<file path="src/rtl/sdram_mon_pkg.sv">
package sdram_mon_pkg;
    localparam int NBANK    = 4;
    localparam int BA_W     = $clog2(NBANK);
    localparam int BLSEL_W  = 2;
    localparam int REM_W    = 3;   // holds up to (longest burst - 1)
    localparam int LOCK_CYC = 2;   // edges locked after mode register set
    localparam int LOCK_W   = $clog2(LOCK_CYC + 1);

    typedef enum logic [3:0] {
        CMD_NONE, CMD_NOP, CMD_MRS, CMD_REF, CMD_SREF,
        CMD_ACT,  CMD_RD,  CMD_WR,  CMD_PRE, CMD_BST
    } cmd_e;

    typedef enum logic [3:0] {
        ERR_NONE      = 4'd0,
        ERR_MRS_BUSY  = 4'd1,
        ERR_MRS_LOCK  = 4'd2,
        ERR_REF_BUSY  = 4'd3,
        ERR_SREF_BUSY = 4'd4,
        ERR_RW_IDLE   = 4'd5,
        ERR_RW_AP     = 4'd6,
        ERR_ACT_OPEN  = 4'd7,
        ERR_ACT_TRP   = 4'd8,
        ERR_PRE_IDLE  = 4'd9
    } err_e;
endpackage

</file>
<file path="src/rtl/sdram_cmd_decode.sv">
module sdram_cmd_decode
    import sdram_mon_pkg::*;
(
    input  logic cke_prev,
    input  logic cke,
    input  logic cs_n,
    input  logic ras_n,
    input  logic cas_n,
    input  logic we_n,
    output cmd_e cmd
);
    always_comb begin
        cmd = CMD_NONE;
        if (cke_prev && !cs_n) begin
            case ({ras_n, cas_n, we_n})
                3'b000:  cmd = CMD_MRS;
                3'b001:  cmd = cke ? CMD_REF : CMD_SREF;
                3'b011:  cmd = CMD_ACT;
                3'b101:  cmd = CMD_RD;
                3'b100:  cmd = CMD_WR;
                3'b110:  cmd = CMD_BST;
                3'b010:  cmd = CMD_PRE;
                default: cmd = CMD_NOP;
            endcase
        end
    end
endmodule

</file>
<file path="src/rtl/sdram_bank_slot.sv">
module sdram_bank_slot #(
    parameter int TRP_W = 4
) (
    input  logic             clk,
    input  logic             rst_n,
    input  logic             open_set,
    input  logic             close,
    input  logic             trp_load,
    input  logic [TRP_W-1:0] trp_val,
    output logic             is_open,
    output logic             trp_block
);
    typedef struct packed {
        logic             open;
        logic [TRP_W-1:0] cnt;
    } slot_t;

    slot_t s_q, s_d;

    always_comb begin
        s_d = s_q;
        if (s_q.cnt != '0) s_d.cnt = s_q.cnt - 1'b1;
        if (open_set)      s_d.open = 1'b1;
        if (close)         s_d.open = 1'b0;
        if (trp_load)      s_d.cnt  = trp_val;
    end

    always_ff @(posedge clk or negedge rst_n) begin
        if (!rst_n) s_q <= '0;
        else        s_q <= s_d;
    end

    assign is_open   = s_q.open;
    assign trp_block = s_q.cnt > TRP_W'(1);
endmodule

</file>
<file path="src/rtl/sdram_burst_track.sv">
module sdram_burst_track
    import sdram_mon_pkg::*;
(
    input  logic               clk,
    input  logic               rst_n,
    input  logic               start,
    input  logic               start_rd,
    input  logic               start_ap,
    input  logic [BA_W-1:0]    start_bank,
    input  logic [BLSEL_W-1:0] bl_sel,
    input  logic               stop,
    input  logic               kill,
    input  logic               kill_all,
    input  logic [BA_W-1:0]    kill_bank,
    input  logic               dqm,
    output logic               ap_run,
    output logic               ap_end,
    output logic [BA_W-1:0]    ap_end_bank,
    output logic               rd_oe,
    output logic               wr_keep
);
    typedef struct packed {
        logic [REM_W-1:0] rem;
        logic             rd;
        logic             ap;
        logic [BA_W-1:0]  bank;
        logic             rd_s1;
        logic             rd_s2;
        logic             rd_oe;
        logic             wr_keep;
    } burst_t;

    burst_t s_q, s_d;
    logic   beat, beat_rd, cut;
    logic [REM_W-1:0] rem_start;

    assign rem_start = REM_W'((32'd1 << bl_sel) - 32'd1);
    assign cut       = stop || (kill && (kill_all || kill_bank == s_q.bank));

    always_comb begin
        s_d         = s_q;
        beat        = 1'b0;
        beat_rd     = 1'b0;
        ap_end      = 1'b0;
        ap_end_bank = s_q.bank;
        if (start) begin
            beat        = 1'b1;
            beat_rd     = start_rd;
            s_d.rem     = rem_start;
            s_d.rd      = start_rd;
            s_d.ap      = start_ap;
            s_d.bank    = start_bank;
            ap_end      = start_ap && (rem_start == '0);
            ap_end_bank = start_bank;
        end else if (s_q.rem != '0) begin
            if (cut) begin
                ap_end  = stop && s_q.ap;
                s_d.rem = '0;
            end else begin
                beat    = 1'b1;
                beat_rd = s_q.rd;
                ap_end  = s_q.ap && (s_q.rem == REM_W'(1));
                s_d.rem = s_q.rem - 1'b1;
            end
        end
        s_d.rd_s1   = beat && beat_rd && !dqm;
        s_d.rd_s2   = s_q.rd_s1;
        s_d.rd_oe   = s_q.rd_s2;
        s_d.wr_keep = beat && !beat_rd && !dqm;
    end

    always_ff @(posedge clk or negedge rst_n) begin
        if (!rst_n) s_q <= '0;
        else        s_q <= s_d;
    end

    assign ap_run  = (s_q.rem != '0) && s_q.ap;
    assign rd_oe   = s_q.rd_oe;
    assign wr_keep = s_q.wr_keep;
endmodule

</file>
<file path="src/rtl/sdram_seq_monitor.sv">
module sdram_seq_monitor
    import sdram_mon_pkg::*;
#(
    parameter int TRP_W = 4
) (
    input  logic               clk,
    input  logic               rst_n,
    input  logic [BLSEL_W-1:0] cfg_bl_sel,
    input  logic [TRP_W-1:0]   cfg_trp,
    input  logic               pin_cke,
    input  logic               pin_cs_n,
    input  logic               pin_ras_n,
    input  logic               pin_cas_n,
    input  logic               pin_we_n,
    input  logic [BA_W-1:0]    pin_ba,
    input  logic               pin_ap,
    input  logic               pin_dqm,
    output logic               viol_valid,
    output logic [3:0]         viol_code,
    output logic [BA_W-1:0]    viol_bank,
    output logic               rd_oe,
    output logic               wr_keep
);
    typedef struct packed {
        logic              cke_prev;
        logic [LOCK_W-1:0] lock;
        logic              vld;
        err_e              code;
        logic [BA_W-1:0]   bank;
    } top_t;

    top_t s_q, s_d;
    cmd_e cmd;
    err_e err;
    logic [BA_W-1:0]  err_bank, first_open, ap_end_bank;
    logic [NBANK-1:0] open_vec, trp_vec, set_v, close_v, load_v;
    logic act_ok, rw_ok, pre_ok, bst_ok, mrs_ok;
    logic ap_run, ap_end, lock_busy, any_open;

    sdram_cmd_decode u_dec (
        .cke_prev (s_q.cke_prev), .cke (pin_cke), .cs_n (pin_cs_n),
        .ras_n (pin_ras_n), .cas_n (pin_cas_n), .we_n (pin_we_n), .cmd (cmd)
    );

    assign lock_busy = s_q.lock != '0;
    assign any_open  = |open_vec;

    always_comb begin
        first_open = '0;
        for (int b = NBANK - 1; b >= 0; b--)
            if (open_vec[b]) first_open = BA_W'(b);
    end

    always_comb begin
        s_d          = s_q;
        s_d.cke_prev = pin_cke;
        s_d.lock     = lock_busy ? s_q.lock - 1'b1 : '0;
        err      = ERR_NONE;
        err_bank = pin_ba;
        act_ok = 1'b0; rw_ok = 1'b0; pre_ok = 1'b0; bst_ok = 1'b0; mrs_ok = 1'b0;
        if (cmd != CMD_NONE && cmd != CMD_NOP && lock_busy) begin
            err = ERR_MRS_LOCK;
        end else begin
            case (cmd)
                CMD_MRS: if (any_open) begin err = ERR_MRS_BUSY; err_bank = first_open; end
                         else mrs_ok = 1'b1;
                CMD_REF: if (any_open) begin err = ERR_REF_BUSY; err_bank = first_open; end
                CMD_SREF: if (any_open) begin err = ERR_SREF_BUSY; err_bank = first_open; end
                CMD_ACT: if (open_vec[pin_ba])     err = ERR_ACT_OPEN;
                         else if (trp_vec[pin_ba]) err = ERR_ACT_TRP;
                         else act_ok = 1'b1;
                CMD_RD, CMD_WR: if (ap_run)        err = ERR_RW_AP;
                         else if (!open_vec[pin_ba]) err = ERR_RW_IDLE;
                         else rw_ok = 1'b1;
                CMD_PRE: if (!pin_ap && !open_vec[pin_ba]) err = ERR_PRE_IDLE;
                         else pre_ok = 1'b1;
                CMD_BST: bst_ok = 1'b1;
                default: ;
            endcase
        end
        if (mrs_ok) s_d.lock = LOCK_W'(LOCK_CYC);
        s_d.vld  = err != ERR_NONE;
        s_d.code = err;
        s_d.bank = (err != ERR_NONE) ? err_bank : '0;
        for (int b = 0; b < NBANK; b++) begin
            set_v[b]   = act_ok && pin_ba == BA_W'(b);
            load_v[b]  = ap_end && ap_end_bank == BA_W'(b);
            close_v[b] = (pre_ok && (pin_ap || pin_ba == BA_W'(b))) || load_v[b];
        end
    end

    for (genvar g = 0; g < NBANK; g++) begin : g_bank
        sdram_bank_slot #(.TRP_W(TRP_W)) u_slot (
            .clk (clk), .rst_n (rst_n),
            .open_set (set_v[g]), .close (close_v[g]), .trp_load (load_v[g]),
            .trp_val (cfg_trp), .is_open (open_vec[g]), .trp_block (trp_vec[g])
        );
    end

    sdram_burst_track u_burst (
        .clk (clk), .rst_n (rst_n),
        .start (rw_ok), .start_rd (cmd == CMD_RD), .start_ap (pin_ap),
        .start_bank (pin_ba), .bl_sel (cfg_bl_sel),
        .stop (bst_ok), .kill (pre_ok), .kill_all (pin_ap), .kill_bank (pin_ba),
        .dqm (pin_dqm), .ap_run (ap_run), .ap_end (ap_end),
        .ap_end_bank (ap_end_bank), .rd_oe (rd_oe), .wr_keep (wr_keep)
    );

    always_ff @(posedge clk or negedge rst_n) begin
        if (!rst_n) begin
            s_q          <= '0;
            s_q.cke_prev <= 1'b1;
        end else begin
            s_q <= s_d;
        end
    end

    assign viol_valid = s_q.vld;
    assign viol_code  = s_q.code;
    assign viol_bank  = s_q.bank;
endmodule

</file>
<file path="config.mk">
export PLATFORM = sky130hd
export DESIGN_NAME = sdram_seq_monitor
export DESIGN_NICKNAME = d
export VERILOG_FILES = /design/src/rtl/sdram_mon_pkg.sv /design/src/rtl/sdram_cmd_decode.sv /design/src/rtl/sdram_bank_slot.sv /design/src/rtl/sdram_burst_track.sv /design/src/rtl/sdram_seq_monitor.sv
export SDC_FILE = /design/constraint.sdc
export NUM_CORES = 1
export LEC_CHECK = 0
export ABC_AREA = 0
export BUFFER_PORTS_ARGS = -buffer_cell sky130_fd_sc_hd__buf_2
export CAP_MARGIN = 10
export CORE_ASPECT_RATIO = 1.1
export CORE_MARGIN = 3
export CORE_UTILIZATION = 59
export DETAILED_ROUTE_END_ITERATION = 7
export PLACE_DENSITY = 0.83
export REMOVE_ABC_BUFFERS = 1
export SLEW_MARGIN = 40
export SYNTH_ARGS = -nofsm -noshare
export SYNTH_HDL_FRONTEND = slang
export SYNTH_SLANG_ARGS = --single-unit
</file>
<file path="constraint.sdc">
create_clock -name clk -period 2.55 [get_ports clk]
set_clock_uncertainty 0.05 [all_clocks]
set_input_delay 0.51 -clock clk [delete_from_list [all_inputs] [get_ports clk]]
set_output_delay 0.51 -clock clk [all_outputs]
set_load 0.005 [all_outputs]
</file>
==> results of run 1 <==
-- layout make-up --
cell class	instances	area [µm²]
clock inverters	1	5.00
multi-input cells	187	1460
flip-flops and latches	41	1030
inverters	20	75.1
well taps	52	65.1
fillers	302	1220
clock buffers	5	68.8
repair buffers	37	218
-- power groups by stage --
stage / Sequential [mW] / Combinational (mW) / Clock, mW
2_1_floorplan: 0.963 / 1.04 / 0
3_3_place_gp: 0.981 / 1.29 / 0
3_5_place_dp: 0.991 / 1.36 / 0
4_1_cts: 0.981 / 1.37 / 0.397
5_1_grt: 1.01 / 1.53 / 0.422
6_report: 0.982 / 1.37 / 0.386
-- sequential cells by signal, summed over array words and instances (netlist names) --
register	cells
u_burst.s_q	7
u_burst.s_d	2
viol_code	4
u_burst.wr_keep	1
viol_bank	2
g_bank.u_slot.is_open	4
u_burst.rd_oe	1
g_bank.u_slot.s_q	16
s_q	3
viol_valid	1
-- cell usage after synthesis (all sizes together), types with 5 or more instances --
cell     n  share of area (%)
inv     20                2.8
ha      13                6.2
o211ai   5                2.0
nor2b    6                1.4
dfrtp   40                 38
a21oi   12                2.3
xnor2    9                3.0
nor2    19                2.7
a31oi    5                1.2
mux2    16                7.4
nor3     7                1.3
nand2   12                1.7
o21a     7                2.0
o21ai   11                2.1
nand2b   6                1.4
buf      9                2.5
nand3    8                1.5
-- layer usage --
layer  share of wire [%]  vias up
li1                    -      995
met1                  44      942
met2                  49       58
met3                 6.1        8
met4                 1.3        0
met5                   0        -
-- stage by stage --
step,util [%],instance area (µm²)
floorplan,-,2570
global placement,68.7,2850
detailed placement,68.8,2850
CTS,70.5,2920
global route,70.5,2920
finish,70.5,2920
-- logic make-up after synthesis --
logic type	after synthesis
mux	23
fa+ha+maj	13
flops	41
simple gates	76
xor+xnor	9
buf+inv	31
compound gates	66
-- worst max-delay path by stage --
stage                   startpoint                      end  slack (ps)  cells after the start
floorplan                pin_ba[0]  g_bank[1].u_slot.s_q[0]         190                      6
global placement         pin_ba[0]  g_bank[1].u_slot.s_q[2]          60                      7
detailed placement       pin_ba[0]  g_bank[1].u_slot.s_q[2]          30                      7
CTS                 u_burst.s_q[8]  g_bank[1].u_slot.s_q[2]         130                      9
global route        u_burst.s_q[8]  g_bank[1].u_slot.s_q[3]          -9                      9
finish              u_burst.s_q[8]  g_bank[1].u_slot.s_q[2]         140                      9
==> reports/qor.yml, run 1 <==
status:
  outcome: "completed"
synthesis:
  synth_xor_area_share_pct: 2.99
  ys_ff_latch: 41
  yosysSeqAreaShare_pct: 38.9
  synth-edff-count: 0
  yosys.area_share.simple_pct: 15.3
  synth_top_family_by_area: "compound AO/OA/AOI/OAI gates"
  synthMuxAreaShare_pct: 11.8
  synth_flop_cell: "dfrtp_1"
  syn-cell-area_mm2: 0.00264
  syn_area_per_cell_um2: 10.2
  synth_compound_area_share_pct: 19.2
  yosysUniqueCellTypes: 56
  yosysWarnings: 0
  netlist_instances: 259
  async_flop_share_pct: 100
  synth-adder-area-share_pct: 6.16
clock_tree:
  postCtsSetupBuffers: 0
  htree_levels: 2
  cts_resized: 0
  clockRootBuffer: "clkbuf_8"
  clock_sinks: 41
  cts_tree: "yes"
  cts_buffers: 5
  clk-insertion-delay-late_ps: 290
  cts_buffer_depth: 2
  holdBufCountCts: 0
  path_clk_slew_ps: 80
placement:
  numPortBuffers: 25
  gp_congestion: 0.826
  place_inst: 337
  post-dp-hpwl_um: 3980
  place_ws_ps: 25.0
detailed_routing:
  wl_per_cell_um: 15.4
  ant_nets: 0
  dr.pass1.iters: 4
  drc: 0
  vias: 2003
  drt-total-wl_um: 5270
  vias_per_cell: 5.84
  drt_iter0_markers: 157
timing:
  setup_violations: 0
  worstMarginPinSlew_ps: 646
  fmax_mhz: 415
  finalWorstSetupSlack_ps: 139
  whs_ps: 133
  rsz0062_at_grt: "yes"
  fin_crit_ps: 2410
  slew_viol_final: 0
  post-route-period-util_pct: 94.5
  slew_headroom_pct: 56.6
  hold_violations: 0
  tns_ps: 0
cells_and_area:
  layout_commonest_cell: "dfrtp_1"
  fin_cells: 343
  diodes: 0
  mostFrequentLayoutCells: "dfrtp_1, buf_2, nor2_1"
  fin_nets: 322
  drive_above_1_share_pct: 26.1
  layout-area-overhead-vs-synth_pct: 10.7
floorplanning:
  boundaryPins: 26
  die_area_mm2: 0.00531
  num_rows: 24
  die_w_um: 69.8
  fp.dieH_um: 76.2
  core_area_mm2: 0.00414
  initial_utilization_pct: 63.7
worst_setup_path:
  path_delay_family: "multiplexers"
  crit_type: "reg2reg"
  slowest_delay_ps: 400
  slowest_stage: "dfrtp_1"
  cp_max_fo: 5
  reg2reg_slack_ps: 140
  r2r_start: "u_burst.s_q[8]"
  required_ps: 2680
  start_kind: "flip-flop"
  end_kind: "flip-flop"
  reg2reg_to: "g_bank[1].u_slot.s_q[2]"
  path_cells: "inv_1 > ha_1 > nor2b_1 > buf_4 > o2111ai_4 > mux2i_2 > inv_2 > o211ai_2 > mux2_2"
  crit_arrival_ps: 2540
  crit_buf_inv: 3
  r2r_cells: 9
power:
  pwr-share-clk_pct: 14.1
  power_frac_comb_pct: 50.0
  power_density_mw_per_mm2: 936
  p_sw_mw: 1.00
  swShare_pct: 36.6
  power.leakage_nw: 1.41
  p_int_mw: 1.73
  irDropWorstVdd_v: 0.000574
  p_seq_share_pct: 35.9
  fin_total_pwr_mw: 2.73
min_path:
  worstHoldPathType: "in2async"
grt:
  met1_usage_pct: 28.4
  grt_max_degree: 42
  busiest_layer: "met2"
  antenna_found_initial: 0
  grt_use_total_pct: 21.2
  met3_usage_pct: 4.88
  use_met2_pct: 34.8
  grt_overflow: 0
  grt_pass1_vias: 1971
  grt_pass1_wl_um: 9230
run:
  maxCapViolCount: 0
No activity file was read; power rests on OpenSTA's default activity.
==> inputs of run 2 (changes only) <==
--- a/config.mk
+++ b/config.mk
@@ -13,7 +13,6 @@
 export CORE_UTILIZATION = 59
 export DETAILED_ROUTE_END_ITERATION = 7
 export PLACE_DENSITY = 0.83
-export REMOVE_ABC_BUFFERS = 1
 export SLEW_MARGIN = 40
 export SYNTH_ARGS = -nofsm -noshare
 export SYNTH_HDL_FRONTEND = slang
==> run 2 against run 1 <==
Net effect: combinational power about the same; setup slack got worse by 10 ps; critical path type unchanged; critical path depth did not move; register-to-register slack hardly changed; cell area is 1.2% higher; flip-flop and latch count stayed put; highest routed layer unchanged; final cell count is 0.29% higher; hold slack better by 0.84 ps; non-clock buffer count is 1 lower; sequential share of layout area fell by 0.42 points; first-iteration DRC count shrank 1.3%.
==> reports/qor.yml, run 2 (synthesis results as in run 1) <==
power:
  power_density_mw_per_mm2: 972  # +3.9%
  irDropWorstVdd_v: 0.000703  # +23%
  power.leakage_nw: 1.43  # +0.95%
  fin_total_pwr_mw: 2.88  # +5.1%
placement:
  numPortBuffers: 25  # unchanged
  gp_congestion: 0.867  # +4.9%
  place_ws_ps: 32.7  # +7.70 ps
  post-dp-hpwl_um: 4080  # +2.5%
  place_area_mm2: 0.00284  # -0.26%
worst_setup_path:
  reg2reg_slack_ps: 130  # about the same
  cp_max_fo: 5  # unchanged
  crit_type: "reg2reg"
  slowest_delay_ps: 390  # about the same
  path_cells: "inv_1 > ha_1 > nor2b_1 > buf_4 > o2111ai_4 > mux2i_2 > inv_2 > o211ai_2 > mux2_2"
  crit_arrival_ps: 2540  # about the same
  path_delay_family: "multiplexers"
  crit_buf_inv: 3  # unchanged
  slowest_stage: "dfrtp_1"
  required_ps: 2670  # about the same
  end_kind: "flip-flop"
  start_kind: "flip-flop"
detailed_routing:
  wl_per_cell_um: 15.6  # +1.5%
  ant_nets: 0  # unchanged
  drt_iter0_markers: 155  # -1.3%
  dr.pass1.iters: 4  # unchanged
  vias_per_cell: 5.94  # +1.7%
  drc: 0  # unchanged
  drt-total-wl_um: 5370  # +1.8%
  vias: 2042  # +1.9%
clock_tree:
  cts_resized: 0  # unchanged
  clk-insertion-delay-late_ps: 290  # about the same
  postCtsSetupBuffers: 0  # unchanged
  holdBufCountCts: 0  # unchanged
  path_clk_slew_ps: 70  # about the same
  htree_levels: 2  # unchanged
  clock_sinks: 41  # unchanged
  cts_buffer_depth: 2  # unchanged
  clockRootBuffer: "clkbuf_8"
  cts_buffers: 5  # unchanged
  cts_tree: "yes"
run:
  maxCapViolCount: 0  # unchanged
cells_and_area:
  largestRegisters: "g_bank.u_slot.s_q x16, u_burst.s_q x7"
  final_area_mm2: 0.00296  # +1.2%
  fin_nets: 321  # -0.31%
  largest_register_ffs: 16  # unchanged
  drive_above_1_share_pct: 26.0  # -0.089 points
  top_register: "g_bank.u_slot.s_q"
  layout-area-overhead-vs-synth_pct: 12.0
  mostFrequentLayoutCells: "dfrtp_1, buf_2, nor2_1"
  layout_commonest_cell: "dfrtp_1"
  diodes: 0  # unchanged
timing:
  worstMarginPinSlew_ps: 660  # +14.1 ps
  fmax_mhz: 413  # -0.42%
  slew_headroom_pct: 55.7  # -0.94 points
  tns_ps: 0  # unchanged
  fin_crit_ps: 2420  # +10.1 ps
  slew_viol_final: 0  # unchanged
  finalWorstSetupSlack_ps: 129  # -10.1 ps
  whs_ps: 134  # +0.836 ps
  hold_violations: 0  # unchanged
  post-route-period-util_pct: 94.9  # +0.40 points
  rsz0062_at_grt: "no"
  setup_violations: 0  # unchanged
grt:
  grt_overflow: 0  # unchanged
  antenna_found_initial: 0  # unchanged
  grt_max_degree: 42  # unchanged
  grt_pass1_vias: 2041  # +3.6%
  grt_pass1_wl_um: 9030  # -2.2%
  grt_use_total_pct: 21.0  # -0.28 points
synthesis:
  syn_nets: 289
floorplanning:
  boundaryPins: 26  # unchanged
  num_rows: 24  # unchanged
  die_w_um: 69.8  # unchanged
  die_area_mm2: 0.00531  # unchanged
  core_area_mm2: 0.00414  # unchanged
  initial_utilization_pct: 63.7  # unchanged
  fp.dieH_um: 76.2  # unchanged
min_path:
  worstHoldPathType: "in2async"
status:
  outcome: "completed"
run 2: area by class of cell:
class	instances	area [µm²]
Inverter	20	75.1
Multi-Input combinational cell	187	1460
Clock inverter	1	30.0
Clock buffer	7	86.3
Fill cell	299	1190
Tap cell	52	65.1
Timing Repair Buffer	36	210
Sequential cell	41	1030
run 2: worst reg2reg max path, cell delays in order, from the launching register on:
cell and delay [ps]:
dfrtp_1 390, inv_1 80, ha_1 220, nor2b_1 150, buf_4 160, o2111ai_4 240, mux2i_2 370, inv_2 100
o211ai_2 160, mux2_2 390
run 2: worst paths after layout:
check | endpoint | startpoint | depth (start not counted)
max | g_bank[1].u_slot.s_q[3] | u_burst.s_q[8] | 9
min | g_bank[0].u_slot.s_q[0] | rst_n | 1
max reg2reg | g_bank[1].u_slot.s_q[3] | u_burst.s_q[8] | 9
min reg2reg | u_burst.rd_oe | u_burst.s_d[1] | 0
max in group asynchronous | s_q[9] | rst_n | 1
min in group clk | s_q[9] | pin_cke | 1
run 2: stage by stage:
step	std cells	utilization [%]
global route	344	71.4
global placement	336	68.5
finish	344	71.4
floorplan	259	-
detailed placement	336	68.6
CTS	344	71.4
run 2: where the power goes:
group / total [mW] / switching (mW) / internal (mW)
Combinational: 1.36 / 0.663 / 0.698
Sequential: 0.983 / 0.138 / 0.844
Clock: 0.531 / 0.212 / 0.319
Total: 2.88 / 1.01 / 1.86
run 2: per-layer routing:
layer	GRT usage, %	wire length [µm]	vias up	part of all wire (%)
met5	0	0	-	0
met4	6.51	103	0	1.9
met3	6.20	272	13	5.1
met2	35.3	2660	52	50
met1	25.8	2330	987	43
li1	-	-	990	-
